--- src/rtl/exc_pkg.sv ---
package exc_pkg;
  localparam int unsigned XLEN = 32;

  // big-endian bit numbers of the MSR fields used
  localparam int unsigned MSR_ILE_BE = 15;
  localparam int unsigned MSR_ME_BE  = 19;
  localparam int unsigned MSR_IP_BE  = 25;
  localparam int unsigned MSR_LE_BE  = 31;

  // big-endian bit numbers of DSISR fields
  localparam int unsigned DSI_MISS_BE  = 1;
  localparam int unsigned DSI_PROT_BE  = 4;
  localparam int unsigned DSI_STORE_BE = 6;

  localparam int unsigned NCAUSE = 5;

  typedef enum logic [2:0] {
    CAUSE_NONE = 3'd0,
    CAUSE_DTLB = 3'd1,
    CAUSE_DEVP = 3'd2,
    CAUSE_IBRK = 3'd3,
    CAUSE_LBRK = 3'd4,
    CAUSE_PBRK = 3'd5
  } exc_cause_e;

  function automatic int unsigned be_idx(input int unsigned be);
    return XLEN - 1 - be;
  endfunction

  function automatic logic [XLEN-1:0] vec_offset(input exc_cause_e c);
    case (c)
      CAUSE_DTLB: return 32'h0000_1400;
      CAUSE_LBRK: return 32'h0000_1C00;
      CAUSE_IBRK: return 32'h0000_1D00;
      CAUSE_PBRK: return 32'h0000_1E00;
      CAUSE_DEVP: return 32'h0000_1F00;
      default:    return '0;
    endcase
  endfunction
endpackage

--- src/rtl/exc_cause_arb.sv ---
module exc_cause_arb
  import exc_pkg::*;
(
  input  logic [NCAUSE-1:0] req_i,   // index 0 = highest priority
  output exc_cause_e        cause_o
);
  always_comb begin
    cause_o = CAUSE_NONE;
    for (int i = NCAUSE - 1; i >= 0; i--) begin
      if (req_i[i]) cause_o = exc_cause_e'(3'(i + 1));
    end
  end
endmodule

--- src/rtl/exc_next_calc.sv ---
module exc_next_calc
  import exc_pkg::*;
#(
  parameter logic [XLEN-1:0] HI_BASE = 32'hFFF0_0000,
  parameter logic [XLEN-1:0] LO_BASE = 32'h0000_0000
) (
  input  exc_cause_e      cause_i,
  input  logic            miss_i,
  input  logic            prot_i,
  input  logic            store_i,
  input  logic [XLEN-1:0] cur_ea_i,
  input  logic [XLEN-1:0] next_ea_i,
  input  logic [XLEN-1:0] msr_i,
  output logic [XLEN-1:0] srr0_o,
  output logic [XLEN-1:0] srr1_o,
  output logic [XLEN-1:0] msr_o,
  output logic [XLEN-1:0] dsisr_o,
  output logic [XLEN-1:0] vector_o,
  output logic            any_o,
  output logic            wr_dsi_o,
  output logic            wr_bar_o
);
  localparam int unsigned HALF = XLEN / 2;
  localparam logic [XLEN-1:0] SAVE_MASK = {{HALF{1'b0}}, {HALF{1'b1}}};

  assign any_o    = (cause_i != CAUSE_NONE);
  assign wr_dsi_o = (cause_i == CAUSE_DTLB);
  assign wr_bar_o = (cause_i == CAUSE_LBRK);
  assign srr1_o   = msr_i & SAVE_MASK;
  assign vector_o = (msr_i[be_idx(MSR_IP_BE)] ? HI_BASE : LO_BASE) | vec_offset(cause_i);

  always_comb begin
    msr_o = '0;
    msr_o[be_idx(MSR_IP_BE)] = msr_i[be_idx(MSR_IP_BE)];
    msr_o[be_idx(MSR_ME_BE)] = msr_i[be_idx(MSR_ME_BE)];
    msr_o[be_idx(MSR_LE_BE)] = msr_i[be_idx(MSR_ILE_BE)];
  end

  always_comb begin
    dsisr_o = '0;
    dsisr_o[be_idx(DSI_MISS_BE)]  = miss_i;
    dsisr_o[be_idx(DSI_PROT_BE)]  = prot_i;
    dsisr_o[be_idx(DSI_STORE_BE)] = store_i;
  end

  // breaking instruction for translation error and instruction breakpoint
  always_comb begin
    case (cause_i)
      CAUSE_DTLB, CAUSE_IBRK: srr0_o = cur_ea_i;
      default:                srr0_o = next_ea_i;
    endcase
  end
endmodule

--- src/rtl/exc_state_capture.sv ---
module exc_state_capture
  import exc_pkg::*;
#(
  parameter logic [31:0] HI_BASE = 32'hFFF0_0000,
  parameter logic [31:0] LO_BASE = 32'h0000_0000
) (
  input  logic        clk_i,
  input  logic        rst_ni,
  input  logic        take_i,
  input  logic        dtlb_err_i,
  input  logic        tlb_miss_i,
  input  logic        prot_viol_i,
  input  logic        is_store_i,
  input  logic        ibrk_i,
  input  logic        lbrk_i,
  input  logic        pbrk_i,
  input  logic        devp_i,
  input  logic [31:0] cur_ea_i,
  input  logic [31:0] next_ea_i,
  input  logic [31:0] data_ea_i,
  input  logic [31:0] msr_i,
  output logic [31:0] srr0_o,
  output logic [31:0] srr1_o,
  output logic [31:0] msr_o,
  output logic [31:0] dsisr_o,
  output logic [31:0] dar_o,
  output logic [31:0] bar_o,
  output logic [31:0] vector_o,
  output logic        srr_unspec_o
);
  exc_cause_e      cause;
  logic [NCAUSE-1:0] req;
  logic [XLEN-1:0] srr0_nx, srr1_nx, msr_nx, dsisr_nx, vector_nx;
  logic            any_nx, wr_dsi, wr_bar;
  logic            armed_q, boot_devp, fire;

  assign req = {pbrk_i, lbrk_i, ibrk_i, devp_i, dtlb_err_i};

  exc_cause_arb u_arb (
    .req_i   (req),
    .cause_o (cause)
  );

  exc_next_calc #(
    .HI_BASE (HI_BASE),
    .LO_BASE (LO_BASE)
  ) u_calc (
    .cause_i   (cause),
    .miss_i    (tlb_miss_i),
    .prot_i    (prot_viol_i),
    .store_i   (is_store_i),
    .cur_ea_i  (cur_ea_i),
    .next_ea_i (next_ea_i),
    .msr_i     (msr_i),
    .srr0_o    (srr0_nx),
    .srr1_o    (srr1_nx),
    .msr_o     (msr_nx),
    .dsisr_o   (dsisr_nx),
    .vector_o  (vector_nx),
    .any_o     (any_nx),
    .wr_dsi_o  (wr_dsi),
    .wr_bar_o  (wr_bar)
  );

  // high only until the first edge after reset
  always_ff @(posedge clk_i or negedge rst_ni) begin
    if (!rst_ni) armed_q <= 1'b1;
    else         armed_q <= 1'b0;
  end

  assign fire      = take_i & any_nx;
  assign boot_devp = armed_q & (cause == CAUSE_DEVP);

  always_ff @(posedge clk_i or negedge rst_ni) begin
    if (!rst_ni) begin
      srr0_o       <= '0;
      srr1_o       <= '0;
      msr_o        <= '0;
      dsisr_o      <= '0;
      dar_o        <= '0;
      bar_o        <= '0;
      vector_o     <= '0;
      srr_unspec_o <= 1'b0;
    end else if (fire) begin
      msr_o        <= msr_nx;
      vector_o     <= vector_nx;
      srr_unspec_o <= boot_devp;
      if (!boot_devp) begin
        srr0_o <= srr0_nx;
        srr1_o <= srr1_nx;
      end
      if (wr_dsi) begin
        dsisr_o <= dsisr_nx;
        dar_o   <= data_ea_i;
      end
      if (wr_bar) bar_o <= data_ea_i;
    end
  end
endmodule

--- config.mk ---
export PLATFORM = sky130hd
export DESIGN_NAME = exc_state_capture
export DESIGN_NICKNAME = d
export VERILOG_FILES = /design/src/rtl/exc_pkg.sv /design/src/rtl/exc_cause_arb.sv /design/src/rtl/exc_next_calc.sv /design/src/rtl/exc_state_capture.sv
export SDC_FILE = /design/constraint.sdc
export NUM_CORES = 1
export LEC_CHECK = 0
export ABC_AREA = 1
export BUFFER_PORTS_ARGS = -buffer_cell sky130_fd_sc_hd__buf_2
export CORE_AREA = 2 2 163 165
export DETAILED_ROUTE_END_ITERATION = 10
export DIE_AREA = 0 0 165 167
export GPL_TIMING_DRIVEN = 0
export PLACE_DENSITY = 0.78
export SLEW_MARGIN = 30
export SYNTH_ARGS = -nofsm -noshare
export SYNTH_HDL_FRONTEND = slang
export SYNTH_HIERARCHICAL = 1
export SYNTH_SLANG_ARGS = --single-unit
--- constraint.sdc ---
create_clock -name clk_i -period 2.5 [get_ports clk_i]
set_clock_uncertainty 0.1 [all_clocks]
set_input_delay 0.5 -clock clk_i [delete_from_list [all_inputs] [get_ports clk_i]]
set_output_delay 0.5 -clock clk_i [all_outputs]
set_load 0.02 [all_outputs]
# Word level (Yosys, flattened, before mapping)
# Index checks and enable logic that the tools add are counted.
[totals]
in_bits = 139
elab_cells = 31
reg_bits = 152
[classes]
n_eq_ne = 5
n_mux = 8
bitwise = 4
n_reduce_logical = 5
[ops]
columns = ["op", "count"]
rows = [
  ["case mux 13 bit (5 select lines)", 1],
  ["2-to-1 mux 32 bit", 2],
  ["bitwise OR 32 x 13 -> 32 bit", 1],
  ["2-to-1 mux 3 bit", 5],
  ["equality test 3 x 2 -> 1 bit (second input constant)", 2],
  ["equality test 3 bit (second input constant)", 2],
  ["AND reduction 2 bit", 3],
  ["equality test 3 x 1 -> 1 bit (second input constant)", 1],
  ["nonzero test 3 bit", 1],
  ["bitwise AND 1 bit", 2],
  ["OR reduction 2 bit", 1],
  ["inverter 1 bit", 1],
]

# Longest topological paths before layout
# Gate-level depths: netlist (run 1).
[logic_depth]
ltp_word = 9
mapped_depth = 14

# By module
# The synthesis (run 1) kept the hierarchy.
[modules_own_cells]
columns = ["mod", "n_inst", "area_each_um2", "cells_per_inst"]
rows = [
  ["exc_state_capture", 1, 8604.5, 935],
  ["exc_next_calc", 1, 1470.2, 245],
  ["exc_cause_arb", 1, 47.5, 12],
]

# Worst setup path before layout (run 1)
# No wires, ideal clock.
[synth_path]
kind = "input -> register"
startpoint = "in devp_i"
endpoint = "reg dsisr_o[25]"
setup_slack_ps = 338
setup_ps = 66
arrival_ps = 1996
n_path_buf = 4
path_stages = 12
cell_sequence = "inv_2 a21oi_1 inv_1 nand3_2 buf_2 inv_1 buf_2 nand2_4 buf_6 buf_2 nand2_1 nand2_1"
[synth_lines]
columns = ["element", "line", "source"]
rows = [
  ["from (decl)", "exc_state_capture.sv:17", "input logic devp_i,"],
  ["2-to-1 mux 3 bit (2 in series)", "exc_cause_arb.sv:10", "if (req_i[i]) cause_o = exc_cause_e'(3'(i + 1));"],
  ["via cause[1]", "exc_state_capture.sv:31", "exc_cause_e cause;"],
  ["equality test 3 x 1 -> 1 bit", "exc_next_calc.sv:27", "assign wr_dsi_o = (cause_i == CAUSE_DTLB);"],
  ["via wr_dsi", "exc_state_capture.sv:34", "logic any_nx, wr_dsi, wr_bar;"],
  ["AND reduction 2 bit (no source line)", "-", ""],
  ["to (signal assigned)", "exc_state_capture.sv:93", "dsisr_o <= dsisr_nx;"],
  ["to (decl)", "exc_state_capture.sv:25", "output logic [31:0] dsisr_o,"],
]
# The timed path passes the listed nets, and every way through them passes these cells.
# A chain may end at the register's enable or synchronous reset.

# Worst setup path in the final report (run 1)
[layout_path]
startpoint = "in ibrk_i"
endpoint = "reg dsisr_o[25]"
[layout_lines]
columns = ["element", "line", "source"]
rows = [
  ["from (decl)", "exc_state_capture.sv:14", "input logic ibrk_i,"],
  ["2-to-1 mux 3 bit (3 in series)", "exc_cause_arb.sv:10", ""],
  ["via cause[2]", "exc_state_capture.sv:31", ""],
  ["equality test 3 x 1 -> 1 bit", "exc_next_calc.sv:27", ""],
  ["via wr_dsi", "exc_state_capture.sv:34", ""],
  ["AND reduction 2 bit (no source line)", "-", ""],
]
# The timed path passes the listed nets, and every way through them passes these cells.

==> metrics, run 1 <==
RSZ-0062 raised after global routing no; clock net sink count around 230; Gate Count Post-Synth approximately 1200; WP data arrival 2.62 ns; # DRC 0; vias in the first global route between 8000 and 9000; share of layout cells above drive strength 1 between 30 and 40%; drt via density around 4.5; Hold Fails Final Rpt 0; filler-free cell count of the finished design approximately 2000; largest net degree at the start of global routing 90; clk buf depth 3; total CTS buffers 24; initial antenna violation count 0; area grow syn2layout 32.2%; Slew Limit Fails 0; RePlAce Congestion 0.865; worst hold path class input port to flip-flop; Tot Pwr roughly 11 mW; Final Cell Area between 0.01 and 0.015 mm²; final net count about 1800; worst path required time 2.85 ns; Placement Cell Area 0.0126 mm²; Seq/Total Area, Yosys about 56%; antenna fix cells 0; drt pass-1 iters 5; period utilization 90.8%; Worst VDD drop between 0.5 and 0.6 mV; die height between 150 and 200 µm; min cycle time layout 2.27 ns; post-synthesis instance area between 0.01 and 0.015 mm²; final wirelength between 20000 and 30000 µm; unique cell type count in the Yosys netlist 22; Yosys warning count 6; die area 0.0276 mm²; clk root buf clkbuf_16; synthesized flop and latch total 226; setup violators final 0; worst rel slew slack roughly 50%; die width roughly 170 µm; Worst Setup Start Kind input port; CP Capture Type flip-flop; CORE AREA around 0.026 mm²; Vias 8981; IO Count ~360; htree depth 1; Avg Cell Area, Syn roughly 8.5 µm²; Detailed Place HPWL ~21000 µm; Starting Density between 30% and 40%; Min Hold Slack ~0.080 ns; I/O Buffers 328; leakage approximately 8.0 nW; Clk Latency, worst-skew pair 0.51 ns; CTS clk-pin slew, worst paths roughly 0.060 ns; outcome complete, no violations; Row Count 59; first-pass GRT wire length about 46000 µm; GRT Overall Usage a little over a fifth; Slew @ Worst Pin ~0.75 ns; worst setup path category input port to flip-flop; total gr overflow 0; Starting DRT DRC Count about 670; Worst Path Max Fanout 10; wire per inst 14.6 µm; fmax 440 MHz; ANT nets after route 0; pwr dens 819 mW/mm²; number of max-cap violations 0; final core occ about half; dpl cells 1945; Post-CTS Setup Repair Bufs 0; CTS tree yes
## state kept, by name, summed over array words and instances (netlist names)
signal,cells
armed_q,1
srr_unspec_o,1
srr0_o,32
dsisr_o,32
srr1_o,32
bar_o,32
dar_o,32
vector_o,32
msr_o,32
## power breakdown
part	switching [mW]	total, mW	internal, mW
clock network	1.44	3.54	2.11
registers	0.347	4.61	4.27
logic	1.84	2.80	0.959
## final timing paths
kind	startpoint	end	slack, ns	depth (start not counted)
worst min register to register	dsisr_o[1]	dsisr_o[1]	0.37	2
worst max register to register	armed_q	srr1_o[31]	0.89	7
worst max-delay path	ibrk_i	dsisr_o[25]	0.23	14
worst min-delay path	msr_i[6]	vector_o[22]	0.08	3
min in group asynchronous	rst_ni	dsisr_o[21]	0.41	2
max in group asynchronous	rst_ni	armed_q	1.09	3
## layer usage
layer	vias up	GRT usage, %	share of wire, %
li1	4398	-	-
met1	4202	25.4	41
met2	313	35.3	48
met3	68	5.58	8.1
met4	0	7.56	3.3
met5	-	0	0
## worst max-delay path, cell delays in order
cell	delay, ns
buf_2	0.10
inv_2	0.07
nand3_1	0.08
nor2_1	0.25
inv_2	0.12
nand3_2	0.20
buf_2	0.35
inv_1	0.12
buf_2	0.19
nand2_4	0.11
buf_6	0.15
buf_2	0.22
nand2_1	0.08
nand2_1	0.06
## stage by stage
step | setup WS [ns] | TNS (ns)
floorplan | 0.338 | 0
global placement | -3.10 | -718.27
detailed placement | -0.508 | -26.39
CTS | 0.111 | 0
global route | 0.00727 | 0
finish | 0.229 | 0
## placed cells by master, fill, tap and decap left out, types with 2 or more instances in the layout
cell / count
inv_2: 3
buf_1: 4
clkbuf_8: 6
dfrtp_1: 225
nand2_2: 4
buf_16: 2
clkinv_2: 3
nand2_1: 521
nor2_1: 3
clkbuf_2: 2
o21ai_1: 10
nand3_2: 2
nand3_1: 132
buf_2: 370
buf_4: 130
clkbuf_16: 25
inv_1: 39
clkbuf_1: 17
conb_1: 90
o21ai_0: 55
## layout make-up
class / count / area, µm²
fill: 2360 / 12400
tap: 335 / 419
multi-input combinational: 821 / 3370
clock inverter: 5 / 52.6
buffer: 190 / 1260
inverter: 43 / 164
timing repair buffer: 331 / 1720
sequential: 226 / 5660
clock buffer: 38 / 734
## timing repair
| item | 4_1_cts | 5_1_grt |
|---|---|---|
| endpoints found under the hold margin | 54 | 0 |
| cloned | 0 | 0 |
| endpoints found under the setup margin | 1 | 11 |
| hold buffers | 1 | 0 |
| resized for setup | 1 | 4 |
## logic make-up after synthesis
logic type / synth area share (%)
AOI/OAI and AO/OA: 3.26
buffers and inverters: 14.1
other: 0.0742
and+or+nand+nor: 26.6
DFF: 55.9
adders and majority gates: 0.124
## synth_stat cells, drive strengths merged
cell type,instances,area [µm²]
dfstp,1,26.3
inv,43,164
conb,2,7.51
nand3,134,681
a21oi,1,5.00
nor2,3,11.3
o21ai,65,325
nand2,526,1990
ha,1,12.5
buf,178,1220
nor3,1,5.00
dfrtp,225,5630
clkbuf,12,45.0
(Power assumes the default switching activity.)
==> run 2, diff against run 1 <==
--- a/config.mk
+++ b/config.mk
@@ -6,14 +6,13 @@
 export NUM_CORES = 1
 export LEC_CHECK = 0
 export ABC_AREA = 1
-export BUFFER_PORTS_ARGS = -buffer_cell sky130_fd_sc_hd__buf_2
-export CORE_AREA = 2 2 163 165
+export CORE_AREA = 2 2 140 142
 export DETAILED_ROUTE_END_ITERATION = 10
-export DIE_AREA = 0 0 165 167
+export DIE_AREA = 0 0 142 144
+export DONT_BUFFER_PORTS = 1
 export GPL_TIMING_DRIVEN = 0
-export PLACE_DENSITY = 0.78
+export PLACE_DENSITY = 0.57
 export SLEW_MARGIN = 30
 export SYNTH_ARGS = -nofsm -noshare
 export SYNTH_HDL_FRONTEND = slang
-export SYNTH_HIERARCHICAL = 1
 export SYNTH_SLANG_ARGS = --single-unit
==> run 2 against run 1 <==
  * The run now ends with negative hold slack left
  * Flip-flop and latch count decreased by 102
  * Non-clock buffer count down 393
  * Maximum frequency grew 18%
  * Synthesized cell count is 44% lower
  * Sequential share of layout area grew 1.0 points
  * Via count fell by 54%
  * Setup slack better by 0.34 ns
  * Cell area down 46%
  * Critical path depth is 13 lower
  * Die area shrank 26%
  * Largest power group unchanged
  * Highest routed layer unchanged
==> metrics, run 2 <==
IO Count 364 (unchanged); pwr dens 881 mW/mm² (+7.6%); wire per inst 14.2 µm (-2.6%); outcome finished, violations left; worst path required time 1.90 ns (-0.95 ns); htree depth 4 (+3); initial antenna violation count 0 (unchanged); largest net degree at the start of global routing 125 (+39%); fmax 518 MHz (+18%); CORE AREA 0.0191 mm² (-26%); CTS tree yes; asr flop ratio synth 100% (unchanged); Multi-input gate area 0.00209 mm² (-38%); vias in the first global route 4011 (-55%); Starting Density 31.0% (-8.3 points); Row Count 51 (-14%); post-synthesis instance area 0.00591 mm² (-42%); largest registers bar_o (32), dar_o (32), srr0_o (32); GRT Overall Usage 14.1% (-6.7 points); Seq/Total Area, Yosys 52.5% (-3.4 points); clk buf depth 2 (-1); cts repair resizes 0 (-1); Worst Path Max Fanout 14 (+4); Final Cell Area 0.00717 mm² (-46%); number of synthesized flops with an enable pin 0 (unchanged); final net count 919 (-48%); Placement Cell Area 0.00654 mm² (-48%); RePlAce Congestion 0.792 (-8.5%); CTS clk-pin slew, worst paths 0.06 ns (about the same); drt via density 4.04 (-10%); unique cell type count in the Yosys netlist 19 (-14%); Slew Limit Fails 0 (unchanged); min cycle time layout 1.93 ns (-0.341 ns); worst setup path category flip-flop to output pin; final wirelength 14700 µm (-50%); Max stage delay cell, worst path dfrtp_1; setup violators final 0 (unchanged); Worst VDD drop 0.360 mV (-31%); register area 0.00310 mm² (-45%); synth cell count leaders 287 x nand2_1, 123 x dfrtp_1, 106 x buf_4; Gate Count Post-Synth 672 (-44%); Hold Fails Final Rpt 124 (+124); worst hold path class input port to asynchronous set/reset pin; delay of the slowest critical-path stage 0.68 ns (+0.33 ns); Yosys warning count 0 (-6); ys flop type dfrtp_1; top cell type's share of synthesized area 52.1% (-3.6 points); Post-CTS Setup Repair Bufs 0 (unchanged); setup_tns 0 ns (unchanged); clock net sink count 124 (-45%); total CTS buffers 17 (-29%); I/O Buffers 0 (-100%); RSZ-0062 raised after global routing no; # DRC 0 (unchanged); Avg Cell Area, Syn 8.80 µm² (+3.6%); top-count cell post-synth nand2_1; Worst Setup Start Kind flip-flop; die area 0.0204 mm² (-26%); number of max-cap violations 0 (unchanged); share of layout cells above drive strength 1 24.1% (-9.4 points); leakage 3.97 nW (-50%); Slew @ Worst Pin 0.593 ns (-0.158 ns); most frequent cells in the layout 287 x nand2_1, 123 x dfrtp_1, 106 x buf_4; Filler Cells Inserted 1943 (-18%); Starting DRT DRC Count 224 (-67%); WP data arrival 1.33 ns (-1.29 ns); die height 144 µm (-14%); worst rel slew slack 60.5% (+11 points); critical-path cell list buf_4; CP Capture Type output pin; Clk Latency, worst-skew pair 0.41 ns (-0.10 ns); die width 142 µm (-14%); Vias 4163 (-54%); area grow syn2layout 21.3%; Tot Pwr 6.32 mW (-42%); failing checks negative hold slack; period utilization 77.2% (-14 points); crit-path leading delay family flip-flops; Min Hold Slack -0.317 ns (-0.398 ns); top post-synthesis cells by area dfrtp_1 52%, nand2_1 18%, buf_4 13%; total gr overflow 0 (unchanged); first-pass GRT wire length 22000 µm (-52%); clk root buf clkbuf_16; final core occ 37.6% (-14 points); most common library cell in the layout ignoring fill and taps nand2_1; synthesized flop and latch total 124 (-45%); antenna fix cells 0 (unchanged); Synth area leader dfrtp_1; Bufs and invs on worst path 1 (-7); ANT nets after route 0 (unchanged); drt pass-1 iters 4 (-1); Detailed Place HPWL 11100 µm (-48%)
## run 2: cell types whose count changed after synthesis, sizes merged, moves of 26 or more
cell,previous run,this run
dfrtp,225,123
o21ai,65,39
buf,178,119
mux2,0,35
nand3,134,3
nand2,526,287
## run 2: cells by family after synthesis
| logic type | count (synthesis) | synth area share, % |
|---|---|---|
| and+or+nand+nor | 300 | 19.3 |
| buffers and inverters | 171 | 17.9 |
| other | 1 | 0.0634 |
| DFF | 124 | 52.5 |
| muxes | 35 | 6.67 |
| AOI/OAI and AO/OA | 41 | 3.58 |
## run 2: area by class of cell
cell class | instances | share of cell area, %
Clock buffer | 19 | 6.17
Sequential cell | 124 | 43.3
Clock inverter | 12 | 2.60
Tap cell | 238 | 4.15
Inverter | 43 | 2.25
Buffer | 128 | 12.5
Multi-Input combinational cell | 466 | 29.1
## run 2: path summary, 6_finish.rpt
kind | from | end | slack, ns | depth (start not counted)
max in group asynchronous | rst_ni | armed_q | 2.39 | 0
min reg2reg | srr1_o[14] | srr1_o[14] | 0.53 | 2
min in group clk_i | msr_i[15] | srr1_o[15] | 0.10 | 2
max | msr_o[6] | vector_o[21] | 0.57 | 1
max reg2reg | armed_q | srr1_o[0] | 0.96 | 5
min | rst_ni | srr0_o[20] | -0.32 | 0
## run 2: stage by stage
step                      std cells  hold slack [ns]  setup slack [ns]
after floorplan                 761            0.104             0.978
after global placement          999            0.111             0.465
after detailed placement        999            0.109             0.449
after CTS                      1030           -0.342             0.533
after global routing           1030           -0.346             0.467
final                          1030           -0.317             0.571
## run 2: where the power goes
group          leakage (nW)  switching [mW]  total, mW  internal [mW]
sequential             1.52           0.637       2.95           2.31
combinational          2.14           0.409      0.728          0.319
clock                 0.308           0.937       2.64           1.70
## run 2: routing by layer
layer	wire [µm]	part of all wire, %	track usage (%)	vias up
met1	5870	40	16.6	1858
li1	-	-	-	2090
met3	1240	8.5	5.10	17
met2	7320	50	23.7	198
met5	0	0	0	-
met4	244	1.7	5.47	0
